File: src/rtl/cardreg_pkg.sv
package cardreg_pkg;

  typedef enum logic [4:0] {
    RS_POWER, RS_CLOCK, RS_ARG, RS_CMD, RS_RCMD, RS_RESP, RS_DTIMER,
    RS_DLEN, RS_DCTRL, RS_DCNT, RS_STAT, RS_CLR, RS_MASK, RS_FCNT,
    RS_FIFO, RS_ID, RS_NONE
  } reg_sel_e;

  localparam logic [6:0] OFF_POWER  = 7'h00;
  localparam logic [6:0] OFF_CLOCK  = 7'h04;
  localparam logic [6:0] OFF_ARG    = 7'h08;
  localparam logic [6:0] OFF_CMD    = 7'h0C;
  localparam logic [6:0] OFF_RCMD   = 7'h10;
  localparam logic [6:0] OFF_RESP0  = 7'h14;
  localparam logic [6:0] OFF_RESP3  = 7'h20;
  localparam logic [6:0] OFF_DTIMER = 7'h24;
  localparam logic [6:0] OFF_DLEN   = 7'h28;
  localparam logic [6:0] OFF_DCTRL  = 7'h2C;
  localparam logic [6:0] OFF_DCNT   = 7'h30;
  localparam logic [6:0] OFF_STAT   = 7'h34;
  localparam logic [6:0] OFF_CLR    = 7'h38;
  localparam logic [6:0] OFF_MASK0  = 7'h3C;
  localparam logic [6:0] OFF_MASK1  = 7'h40;
  localparam logic [6:0] OFF_FCNT   = 7'h48;

  localparam int CMD_GO_BIT   = 10;
  localparam int DATA_EN_BIT  = 0;

  // Number of FIFO words still covering the remaining byte count.
  function automatic logic [31:0] fifo_words(input logic [31:0] bytes_left);
    logic [32:0] sum;
    sum = {1'b0, bytes_left} + 33'd3;
    return sum[33-1:2] & 32'h7FFF_FFFF;
  endfunction

  // Identification byte for word slot 0..7 of the top window.
  function automatic logic [7:0] id_byte(input logic [2:0] slot);
    case (slot)
      3'd0: return 8'h81;
      3'd1: return 8'h11;
      3'd2: return 8'h04;
      3'd3: return 8'h00;
      3'd4: return 8'h0D;
      3'd5: return 8'hF0;
      3'd6: return 8'h05;
      default: return 8'hB1;
    endcase
  endfunction

endpackage

File: src/rtl/cardreg_decode.sv
module cardreg_decode
  import cardreg_pkg::*;
#(
  parameter int ADDR_W = 12
) (
  input  logic [ADDR_W-1:0] addr,
  output reg_sel_e          sel,
  output logic [2:0]        idx
);

  logic [4:0] word_no;
  assign word_no = addr[6:2];

  always_comb begin
    sel = RS_NONE;
    idx = '0;
    if (addr[1:0] == 2'b00) begin
      if (&addr[ADDR_W-1:5]) begin
        sel = RS_ID;
        idx = addr[4:2];
      end else if (addr[ADDR_W-1:6] == (ADDR_W-6)'(2)) begin
        sel = RS_FIFO;
      end else if (addr[ADDR_W-1:7] == '0) begin
        if (addr[6:0] >= OFF_RESP0 && addr[6:0] <= OFF_RESP3) begin
          sel = RS_RESP;
          idx = 3'(word_no - 5'd5);
        end else begin
          case (addr[6:0])
            OFF_POWER:  sel = RS_POWER;
            OFF_CLOCK:  sel = RS_CLOCK;
            OFF_ARG:    sel = RS_ARG;
            OFF_CMD:    sel = RS_CMD;
            OFF_RCMD:   sel = RS_RCMD;
            OFF_DTIMER: sel = RS_DTIMER;
            OFF_DLEN:   sel = RS_DLEN;
            OFF_DCTRL:  sel = RS_DCTRL;
            OFF_DCNT:   sel = RS_DCNT;
            OFF_STAT:   sel = RS_STAT;
            OFF_CLR:    sel = RS_CLR;
            OFF_MASK0:  begin sel = RS_MASK; idx = 3'd0; end
            OFF_MASK1:  begin sel = RS_MASK; idx = 3'd1; end
            OFF_FCNT:   sel = RS_FCNT;
            default:    sel = RS_NONE;
          endcase
        end
      end
    end
  end

endmodule

File: src/rtl/cardreg_cfg.sv
module cardreg_cfg
  import cardreg_pkg::*;
#(
  parameter int DATA_W     = 32,
  parameter int CTRL_W     = 8,
  parameter int LEN_W      = 16,
  parameter int CMD_W      = 11,
  parameter int RCMD_W     = 6,
  parameter int RESP_WORDS = 4
) (
  input  logic                                 clk,
  input  logic                                 rst_n,
  input  logic                                 we,
  input  reg_sel_e                             sel,
  input  logic [DATA_W-1:0]                    wdata,
  input  logic                                 resp_load,
  input  logic [RCMD_W-1:0]                    resp_cmd,
  input  logic [RESP_WORDS-1:0][DATA_W-1:0]    resp_data,
  input  logic                                 byte_done,
  output logic [CTRL_W-1:0]                    power_q,
  output logic [CTRL_W-1:0]                    clk_q,
  output logic [DATA_W-1:0]                    arg_q,
  output logic [CMD_W-1:0]                     cmd_q,
  output logic [DATA_W-1:0]                    dtimer_q,
  output logic [LEN_W-1:0]                     dlen_q,
  output logic [CTRL_W-1:0]                    dctrl_q,
  output logic [LEN_W-1:0]                     dcnt_q,
  output logic [RCMD_W-1:0]                    rcmd_q,
  output logic [RESP_WORDS-1:0][DATA_W-1:0]    resp_q,
  output logic                                 cmd_start,
  output logic                                 data_start,
  output logic                                 dcnt_load
);

  localparam logic [CMD_W-1:0] GO_MASK = CMD_W'(1) << CMD_GO_BIT;

  logic cmd_go;
  assign cmd_go    = we && (sel == RS_CMD) && wdata[CMD_GO_BIT];
  assign dcnt_load = we && (sel == RS_DCTRL) && wdata[DATA_EN_BIT];

  always_ff @(posedge clk) begin
    if (!rst_n) begin
      power_q    <= '0;
      clk_q      <= '0;
      arg_q      <= '0;
      cmd_q      <= '0;
      dtimer_q   <= '0;
      dlen_q     <= '0;
      dctrl_q    <= '0;
      cmd_start  <= 1'b0;
      data_start <= 1'b0;
    end else begin
      cmd_start  <= cmd_go;
      data_start <= dcnt_load;
      if (we) begin
        case (sel)
          RS_POWER:  power_q  <= wdata[CTRL_W-1:0];
          RS_CLOCK:  clk_q    <= wdata[CTRL_W-1:0];
          RS_ARG:    arg_q    <= wdata;
          RS_CMD:    cmd_q    <= wdata[CMD_W-1:0] & ~GO_MASK;
          RS_DTIMER: dtimer_q <= wdata;
          RS_DLEN:   dlen_q   <= wdata[LEN_W-1:0];
          RS_DCTRL:  dctrl_q  <= wdata[CTRL_W-1:0];
          default:   ;
        endcase
      end
    end
  end

  // Byte counter: reload wins over a same-cycle decrement.
  always_ff @(posedge clk) begin
    if (!rst_n) begin
      dcnt_q <= '0;
    end else if (dcnt_load) begin
      dcnt_q <= dlen_q;
    end else if (byte_done && (dcnt_q != '0)) begin
      dcnt_q <= dcnt_q - LEN_W'(1);
    end
  end

  always_ff @(posedge clk) begin
    if (!rst_n) begin
      rcmd_q <= '0;
      resp_q <= '0;
    end else if (resp_load) begin
      rcmd_q <= resp_cmd;
      resp_q <= resp_data;
    end
  end

endmodule

File: src/rtl/cardreg_status.sv
module cardreg_status #(
  parameter int DATA_W  = 32,
  parameter int EVT_W   = 11,
  parameter int LIVE_W  = 11,
  parameter int NUM_IRQ = 2,
  localparam int STAT_W = EVT_W + LIVE_W
) (
  input  logic                            clk,
  input  logic                            rst_n,
  input  logic                            clr_we,
  input  logic                            mask_we,
  input  logic [2:0]                      mask_idx,
  input  logic [DATA_W-1:0]               wdata,
  input  logic [EVT_W-1:0]                evt_set,
  input  logic [LIVE_W-1:0]               live,
  output logic [STAT_W-1:0]               status,
  output logic [NUM_IRQ-1:0][DATA_W-1:0]  masks,
  output logic [NUM_IRQ-1:0]              irq
);

  logic [EVT_W-1:0] sticky_q;
  logic [EVT_W-1:0] clr_bits;

  assign clr_bits = clr_we ? wdata[EVT_W-1:0] : '0;
  assign status   = {live, sticky_q};

  always_ff @(posedge clk) begin
    if (!rst_n) sticky_q <= '0;
    else        sticky_q <= (sticky_q & ~clr_bits) | evt_set;
  end

  for (genvar g = 0; g < NUM_IRQ; g++) begin : g_line
    always_ff @(posedge clk) begin
      if (!rst_n)                               masks[g] <= '0;
      else if (mask_we && (mask_idx == 3'(g)))  masks[g] <= wdata;
    end
    assign irq[g] = |(DATA_W'(status) & masks[g]);
  end

endmodule

File: src/rtl/card_regs.sv
module card_regs
  import cardreg_pkg::*;
#(
  parameter int ADDR_W     = 12,
  parameter int DATA_W     = 32,
  parameter int CTRL_W     = 8,
  parameter int LEN_W      = 16,
  parameter int CMD_W      = 11,
  parameter int RCMD_W     = 6,
  parameter int RESP_WORDS = 4,
  parameter int EVT_W      = 11,
  parameter int LIVE_W     = 11,
  parameter int NUM_IRQ    = 2
) (
  input  logic                          clk,
  input  logic                          rst_n,
  input  logic                          bus_sel,
  input  logic                          bus_wr,
  input  logic [ADDR_W-1:0]             bus_addr,
  input  logic [DATA_W-1:0]             bus_wdata,
  output logic [DATA_W-1:0]             bus_rdata,
  output logic                          bus_err,
  output logic [CTRL_W-1:0]             power_out,
  output logic [CTRL_W-1:0]             clkdiv_out,
  output logic [DATA_W-1:0]             cmd_arg,
  output logic [CMD_W-1:0]              cmd_value,
  output logic                          cmd_start,
  output logic [DATA_W-1:0]             data_timer,
  output logic [CTRL_W-1:0]             data_ctrl,
  output logic                          data_start,
  input  logic                          resp_load,
  input  logic [RCMD_W-1:0]             resp_cmd,
  input  logic [RESP_WORDS*DATA_W-1:0]  resp_data,
  input  logic [EVT_W-1:0]              evt_set,
  input  logic [LIVE_W-1:0]             live_status,
  input  logic                          byte_done,
  input  logic [DATA_W-1:0]             fifo_rdata,
  input  logic                          fifo_empty,
  output logic                          fifo_push,
  output logic                          fifo_pop,
  output logic [DATA_W-1:0]             fifo_wdata,
  output logic [NUM_IRQ-1:0]            irq
);

  localparam int STAT_W = EVT_W + LIVE_W;
  localparam int RIDX_W = (RESP_WORDS > 1) ? $clog2(RESP_WORDS) : 1;

  reg_sel_e                          sel;
  logic [2:0]                        idx;
  logic                              wr_en;
  logic                              rd_en;
  logic                              clr_we;
  logic                              mask_we;
  logic                              dcnt_load;
  logic [LEN_W-1:0]                  dlen_q;
  logic [LEN_W-1:0]                  dcnt_q;
  logic [RCMD_W-1:0]                 rcmd_q;
  logic [RESP_WORDS-1:0][DATA_W-1:0] resp_q;
  logic [STAT_W-1:0]                 status_w;
  logic [NUM_IRQ-1:0][DATA_W-1:0]    masks_w;

  assign wr_en   = bus_sel && bus_wr;
  assign rd_en   = bus_sel && !bus_wr;
  assign clr_we  = wr_en && (sel == RS_CLR);
  assign mask_we = wr_en && (sel == RS_MASK);

  cardreg_decode #(.ADDR_W(ADDR_W)) u_dec (
    .addr (bus_addr),
    .sel  (sel),
    .idx  (idx)
  );

  cardreg_cfg #(
    .DATA_W(DATA_W), .CTRL_W(CTRL_W), .LEN_W(LEN_W), .CMD_W(CMD_W),
    .RCMD_W(RCMD_W), .RESP_WORDS(RESP_WORDS)
  ) u_cfg (
    .clk        (clk),
    .rst_n      (rst_n),
    .we         (wr_en),
    .sel        (sel),
    .wdata      (bus_wdata),
    .resp_load  (resp_load),
    .resp_cmd   (resp_cmd),
    .resp_data  (resp_data),
    .byte_done  (byte_done),
    .power_q    (power_out),
    .clk_q      (clkdiv_out),
    .arg_q      (cmd_arg),
    .cmd_q      (cmd_value),
    .dtimer_q   (data_timer),
    .dlen_q     (dlen_q),
    .dctrl_q    (data_ctrl),
    .dcnt_q     (dcnt_q),
    .rcmd_q     (rcmd_q),
    .resp_q     (resp_q),
    .cmd_start  (cmd_start),
    .data_start (data_start),
    .dcnt_load  (dcnt_load)
  );

  cardreg_status #(
    .DATA_W(DATA_W), .EVT_W(EVT_W), .LIVE_W(LIVE_W), .NUM_IRQ(NUM_IRQ)
  ) u_stat (
    .clk      (clk),
    .rst_n    (rst_n),
    .clr_we   (clr_we),
    .mask_we  (mask_we),
    .mask_idx (idx),
    .wdata    (bus_wdata),
    .evt_set  (evt_set),
    .live     (live_status),
    .status   (status_w),
    .masks    (masks_w),
    .irq      (irq)
  );

  // FIFO strobes toward the external data path.
  assign fifo_pop   = rd_en && (sel == RS_FIFO) && !fifo_empty;
  assign fifo_push  = wr_en && (sel == RS_FIFO) && (dcnt_q != '0);
  assign fifo_wdata = bus_wdata;
  assign bus_err    = bus_sel && (sel == RS_NONE);

  always_comb begin
    bus_rdata = '0;
    if (rd_en) begin
      case (sel)
        RS_POWER:  bus_rdata = DATA_W'(power_out);
        RS_CLOCK:  bus_rdata = DATA_W'(clkdiv_out);
        RS_ARG:    bus_rdata = cmd_arg;
        RS_CMD:    bus_rdata = DATA_W'(cmd_value);
        RS_RCMD:   bus_rdata = DATA_W'(rcmd_q);
        RS_RESP:   bus_rdata = resp_q[idx[RIDX_W-1:0]];
        RS_DTIMER: bus_rdata = data_timer;
        RS_DLEN:   bus_rdata = DATA_W'(dlen_q);
        RS_DCTRL:  bus_rdata = DATA_W'(data_ctrl);
        RS_DCNT:   bus_rdata = DATA_W'(dcnt_q);
        RS_STAT:   bus_rdata = DATA_W'(status_w);
        RS_MASK:   bus_rdata = masks_w[idx[0]];
        RS_FCNT:   bus_rdata = DATA_W'(fifo_words(32'(dcnt_q)));
        RS_FIFO:   bus_rdata = fifo_empty ? '0 : fifo_rdata;
        RS_ID:     bus_rdata = DATA_W'(id_byte(idx));
        default:   bus_rdata = '0;
      endcase
    end
  end

endmodule

File: config.mk
export PLATFORM = sky130hd
export DESIGN_NAME = card_regs
export DESIGN_NICKNAME = d
export VERILOG_FILES = /design/src/rtl/cardreg_pkg.sv /design/src/rtl/cardreg_decode.sv /design/src/rtl/cardreg_cfg.sv /design/src/rtl/cardreg_status.sv /design/src/rtl/card_regs.sv
export SDC_FILE = /design/constraint.sdc
export NUM_CORES = 1
export LEC_CHECK = 0
export ABC_CLOCK_PERIOD_IN_PS = 5000
export BUFFER_PORTS_ARGS = -buffer_cell sky130_fd_sc_hd__buf_4
export CELL_PAD_IN_SITES_DETAIL_PLACEMENT = 1
export CELL_PAD_IN_SITES_GLOBAL_PLACEMENT = 1
export CORE_AREA = 2 2 251 253
export DETAILED_ROUTE_END_ITERATION = 12
export DIE_AREA = 0 0 253 255
export PLACE_DENSITY = 0.59
export SYNTH_ARGS = -nofsm -noshare
export SYNTH_HDL_FRONTEND = slang
export SYNTH_HIERARCHICAL = 1
export SYNTH_SLANG_ARGS = --single-unit
File: constraint.sdc
create_clock -name clk -period 5 [get_ports clk]
set_clock_uncertainty 0.2 [all_clocks]
set_input_delay 0.25 -clock clk [delete_from_list [all_inputs] [get_ports clk]]
set_output_delay 0.25 -clock clk [all_outputs]
set_load 0.005 [all_outputs]
Word level (Yosys, flattened, before mapping)
Cells that the tools add are included.
Widths: inputs -> output; s select.

word-level totals
  bits in registers = 341
  bits of input ports = 239
  output and inout port bits = 170

operators by class
  add/subtract/negate cells = 3
  order comparisons = 4
  equal/unequal tests = 36
  muxes and demuxes = 23
  bitwise gates (word level) = 5
  reductions and logical operators = 37

operator list
  cell                   count
  $pmux 32 s15           1
  $mux 32                5
  $pmux 5 s13            1
  $and 22x32->32         2
  $bmux 32 s2            1
  $reduce_or 32->1       2
  $pmux 8 s7             1
  $eq 7x6->1 const B     7
  $eq 5x4->1 const B     8
  $mux 16                2
  $mux 5                 5
  $eq 5x3->1 const B     4
  $add 16x2->17 const B  1
  $logic_and 1x1->1      17
  $reduce_bool 16->1     1
  $sub 16x1->16 const B  1
  $mux 3                 5
  $eq 7x4->1 const B     2
  $eq 7x7->1 const B     2
  $reduce_and 2->1       7
  $and 11x11->11         1
  $mux 11                1
  $not 11->11            1
  $or 11x11->11          1
  other kinds (23)       29

Logic depth before layout (Yosys ltp)
  depth after elaboration = 14
  mapped depth = 17
  mapped depth without buffers = 13

Cells and area by module
Netlist, hierarchy kept.

by module, submodules not included
  module          times used  cells each  area each (µm²)  sequential area each (µm²)
  cardreg_cfg     1           1,013       9,619.2          5,325.1
  card_regs       1           481         3,743.6          0.0
  cardreg_status  1           364         3,224.3          1,501.4
  cardreg_decode  1           80          496.7            0.0

Worst setup path after synthesis
Ideal clock, no wire load.

  path kind = input to register
  start = in bus_addr[10]
  end = reg u_stat/masks[30] in the netlist's numbering
  setup time = 66 ps
  arrival time = 3,466 ps
  required time = 4,734 ps
  slack = 1,268 ps
  stages on the path = 14
  cells stage by stage = or4_1 -> buf_2 -> nor2_1 -> nand2_1 -> o32ai_1 -> buf_2 -> and2_1 -> nand2_2 -> clkbuf_1 -> nor2_1 -> nor4b_4 -> buf_6 -> nand2_1 -> a21boi_2

on the way
  longest elaborated chain between the ends = 8
  elaborated cells between the ends (all ways) = 15

ends and longest elaborated chain
  element                          line                  source
  from (decl)                      card_regs.sv:19       input logic [ADDR_W-1:0] bus_addr,
  $logic_not 5->1                  cardreg_decode.sv:23  end else if (addr[ADDR_W-1:7] == '0) begin
  $mux 5                           cardreg_decode.sv:23
  $mux 5                           cardreg_decode.sv:21  end else if (addr[ADDR_W-1:6] == (ADDR_W-6)'(2)) begin
  $mux 5 *                         cardreg_decode.sv:18  if (&addr[ADDR_W-1:5]) begin
  $mux 5 *                         cardreg_decode.sv:17  if (addr[1:0] == 2'b00) begin
  net sel[3]                       card_regs.sv:48       reg_sel_e sel;
  $eq 5x4->1 *                     card_regs.sv:65       assign mask_we = wr_en && (sel == RS_MASK);
  $logic_and 1x1->1 *              card_regs.sv:65
  net mask_we                      card_regs.sv:53       logic mask_we;
  $logic_and 1x1->1 *              cardreg_status.sv:35  else if (mask_we && (mask_idx == 3'(g))) masks[g] <= wdata;
  to (signal, indexed assignment)  cardreg_status.sv:35
  to (decl)                        cardreg_status.sv:17  output logic [NUM_IRQ-1:0][DATA_W-1:0] masks,

The timed path passes the listed nets; every way through them passes the cells marked *.
A chain may end at the register's enable or synchronous reset.

Final worst setup path
  start = in bus_addr[2]
  end = out bus_rdata[5]

on the way
  longest elaborated chain between the ends = 11
  elaborated cells between the ends (all ways) = 60

ends and longest elaborated chain
  element                                          line                  source
  $eq 7x6->1 / $eq 7x7->1 (equally long branches)  cardreg_decode.sv:28  case (addr[6:0])
  $reduce_or 2->1 (no line)                        -
  $pmux 5 s13                                      cardreg_decode.sv:28
  $mux 5 *                                         cardreg_decode.sv:24  if (addr[6:0] >= OFF_RESP0 && addr[6:0] <= OFF_RESP3) begin
  $mux 5 *                                         cardreg_decode.sv:23
  $mux 5 *                                         cardreg_decode.sv:21
  $mux 5 *                                         cardreg_decode.sv:18
  $mux 5 *                                         cardreg_decode.sv:17
  net sel[0]                                       card_regs.sv:48
  $eq 5x4->1 (tied with other cells)               card_regs.sv:126      case (sel)
  $pmux 32 s15 *                                   card_regs.sv:126
  $mux 32 *                                        card_regs.sv:125      if (rd_en) begin
  to (decl)                                        card_regs.sv:21       output logic [DATA_W-1:0] bus_rdata,

The timed path passes the listed nets; every way through them passes the cells marked *. The select of a mux whose other input is x is not followed.

==> qor.yml <==
maxCapViolations: 0
wl_um: 83700
finalCritPeriodShare_pct: 96.0
synth_cell_type_count: 83
worstPathCellList: "buf_4 -> inv_1 -> ha_1 -> nor2b_1 -> nand3_1 -> a21o_1 -> a311oi_1 -> o21a_1 -> buf_4 -> mux2i_1 -> o22ai_1 -> a221o_1 -> a2111oi_0 -> buf_4 -> a31oi_1 -> buf_4"
fin_nets: 2691
cts_max_path_buffers: 3
hold_viol_final: 0
p_leak_nw: 9.49
n_fill_cell: 7114
h-tree-depth: 2
ant_nets: 0
fmax_mhz: 208
fp.dieH_um: 255
drtIter0Drc: 1041
netlist_area_um2: 17100
path_buf_inv: 5
root_buffer: "clkbuf_16"
synthToLayoutAreaGrowth_pct: 40.4
ys_ff_latch: 341
die-width_um: 253
rows: 92
clkSlewWorstSetupHoldPaths_ps: 60
synth_fp_nets: 2183
synth_edf_count: 0
p_switching_w: 0.00215
gp_congestion: 0.980
p_comb_share_pct: 16.2
p_clk_share_pct: 42.0
overflow: 0
tns_ps: 0
placed_area_um2: 20700
p_sw_share_pct: 29.2
worstSkewPairLatency_ps: 580
grt_pass1_wl_um: 121000
internal_power_w: 0.00522
finalSetupViolCount: 0
cp_data_arrival_time_ps: 4350
slew_violations: 0
path_delay_family: "compound AO/OA/AOI/OAI gates"
mostFrequentLayoutCells: "buf_4 (452), dfxtp_1 (341), nand2_1 (326)"
cts_tree: "yes"
fin_total_pwr_w: 0.00737
critPathKind: "in -> out"
status: "finished clean"
drt_first_pass_iters: 5
final_common_cell: "buf_4"
drc_errors: 0
met3_usage_pct: 4.60
synth_area_per_cell_um2: 8.82
timing.slew.headroom_pct: 39.0
dp_hpwl_um: 59500
portBuffers: 407
yosysWarnings: 6
grt_max_degree: 162
first_global_vias: 18200
met2_usage_pct: 43.4
vias: 17400
gr-usage-met1_pct: 31.9
crit_path_frequent_cell: "buf_4"
final_util_pct: 38.6
start_util_pct: 27.5
cp-end-kind: "primary output"
setup_ws_ps: 202
crit_slowest_cell: "a2111oi_0"
drive_gt1_share_pct: 25.1
critPathMaxStageDelay_ps: 630
hold_class: "in -> reg"
grt_setup_unrepaired: "false"
synth_ff_type: "dfxtp_1"
postCtsSetupBuffers: 0
fin_crit_ps: 4800
critPathRequiredTime_ps: 4550
cts_sinks: 341
antenna_found_initial: 5
ir_drop_uv: 243
worstMarginPinSlew_ps: 915
final_area_um2: 24000
regArea_um2: 6830
synth-async-reset-ratio_pct: 0
seq_area_frac_synth_pct: 40.0
vias_per_cell: 5.30
crit_fanout: 20
gr-usage-all-layers_pct: 25.1
syn_inst: 1938
wl_per_cell_um: 25.5
die-area_um2: 64500
start_kind: "input pin"
multi_input_area_um2: 9320
reg2reg_slack_ps: 2140
power.density_nw_per_um2: 307
seqPwrFrac_pct: 41.8
core_um2: 62200
io_pins: 409
gr-max-usage-layer: "met2"
cts_buffers: 41
dp_worst_setup_slack_ps: 359
metrics by stage:
step | instances | hold slack [ps]
floorplan | 1938 | 164
global placement | 3012 | 240
detailed placement | 3012 | 252
CTS | 3275 | 97.2
global route | 3279 | 141
finish | 3279 | 136
cell usage after synthesis, drive strengths merged (16+ instances only):
library cell | instances | area, um^2
dfxtp | 341 | 6830
nand2 | 329 | 1240
nor2 | 232 | 878
mux2i | 229 | 2290
a21oi | 119 | 596
buf | 100 | 667
clkbuf | 83 | 312
a21boi | 64 | 593
a22oi | 36 | 270
mux4 | 33 | 743
a221oi | 31 | 272
o21ai | 31 | 155
a31oi | 29 | 181
nor3 | 26 | 141
nand3 | 25 | 125
nor2b | 18 | 113
nor4 | 16 | 100
cell type report:
cell class	instances	share of cell area, %
clock buffer	57	4.86
tap	799	4.17
timing repair buffer	648	22.5
inverter	14	0.250
sequential	341	28.5
clock inverter	16	0.897
multi-input combinational	1400	38.8
antenna	4	0.0417
worst reg2reg max path, stage by stage (launching register included):
cell     delay (ps)
dfxtp_1         300
buf_4           180
inv_1            90
ha_1            260
nor4b_1         540
nand4_1         540
and4_1          420
nor4_1          240
power by group through the flow:
| stage | clock [W] | sequential (W) | combinational [W] |
|---|---|---|---|
| 2_1_floorplan | 0 | 0.00303 | 0.000643 |
| 3_3_place_gp | 0 | 0.00312 | 0.00102 |
| 3_5_place_dp | 0 | 0.00313 | 0.00105 |
| 4_1_cts | 0.00317 | 0.00307 | 0.00117 |
| 5_1_grt | 0.00328 | 0.00310 | 0.00128 |
| 6_report | 0.00310 | 0.00308 | 0.00119 |
metal layers:
metal | vias up | routed length (um)
met5 | - | 0
met1 | 8787 | 35700
li1 | 7879 | -
met3 | 117 | 5160
met4 | 0 | 2230
met2 | 585 | 40600
worst paths after layout:
kind,start,end,cells past startpoint
max,bus_addr[2],bus_rdata[5],16
min,resp_load,u_cfg/resp_q[109],3
max reg2reg,u_cfg/dcnt_q[0],u_cfg/dcnt_q[1],7
min reg2reg,u_stat/masks[56],u_stat/masks[56],2
kinds of logic (layout without fill, tap and decap cells):
kind of cell	after synthesis	in the layout	synth area share, %
buf+inv	197	735	6.03
compound gates	382	382	15.8
fa+ha+maj	6	6	0.439
flops	341	341	40.0
xor+xnor	14	14	0.718
other cells	1	5	0.0220
mux	263	263	17.8
simple gates	734	734	19.2
registers in the layout, indices dropped and copies added, names as in the netlist:
register / count
u_stat/masks: 64
u_cfg/dcnt_q: 16
u_cfg/rcmd_q: 6
u_cfg/cmd_start: 1
u_cfg/arg_q: 32
u_cfg/dlen_q: 16
u_cfg/dctrl_q: 8
u_cfg/cmd_q: 10
u_cfg/dtimer_q: 32
u_cfg/power_q: 8
u_cfg/data_start: 1
u_stat/sticky_q: 11
u_cfg/resp_q: 128
u_cfg/clk_q: 8
timing repair:
action,in CTS,in global routing
gates resized for setup,0,1
hold endpoints to repair,330,0
hold buffers,190,0
endpoints found under the setup margin,0,1
(Power assumes the default switching activity.)
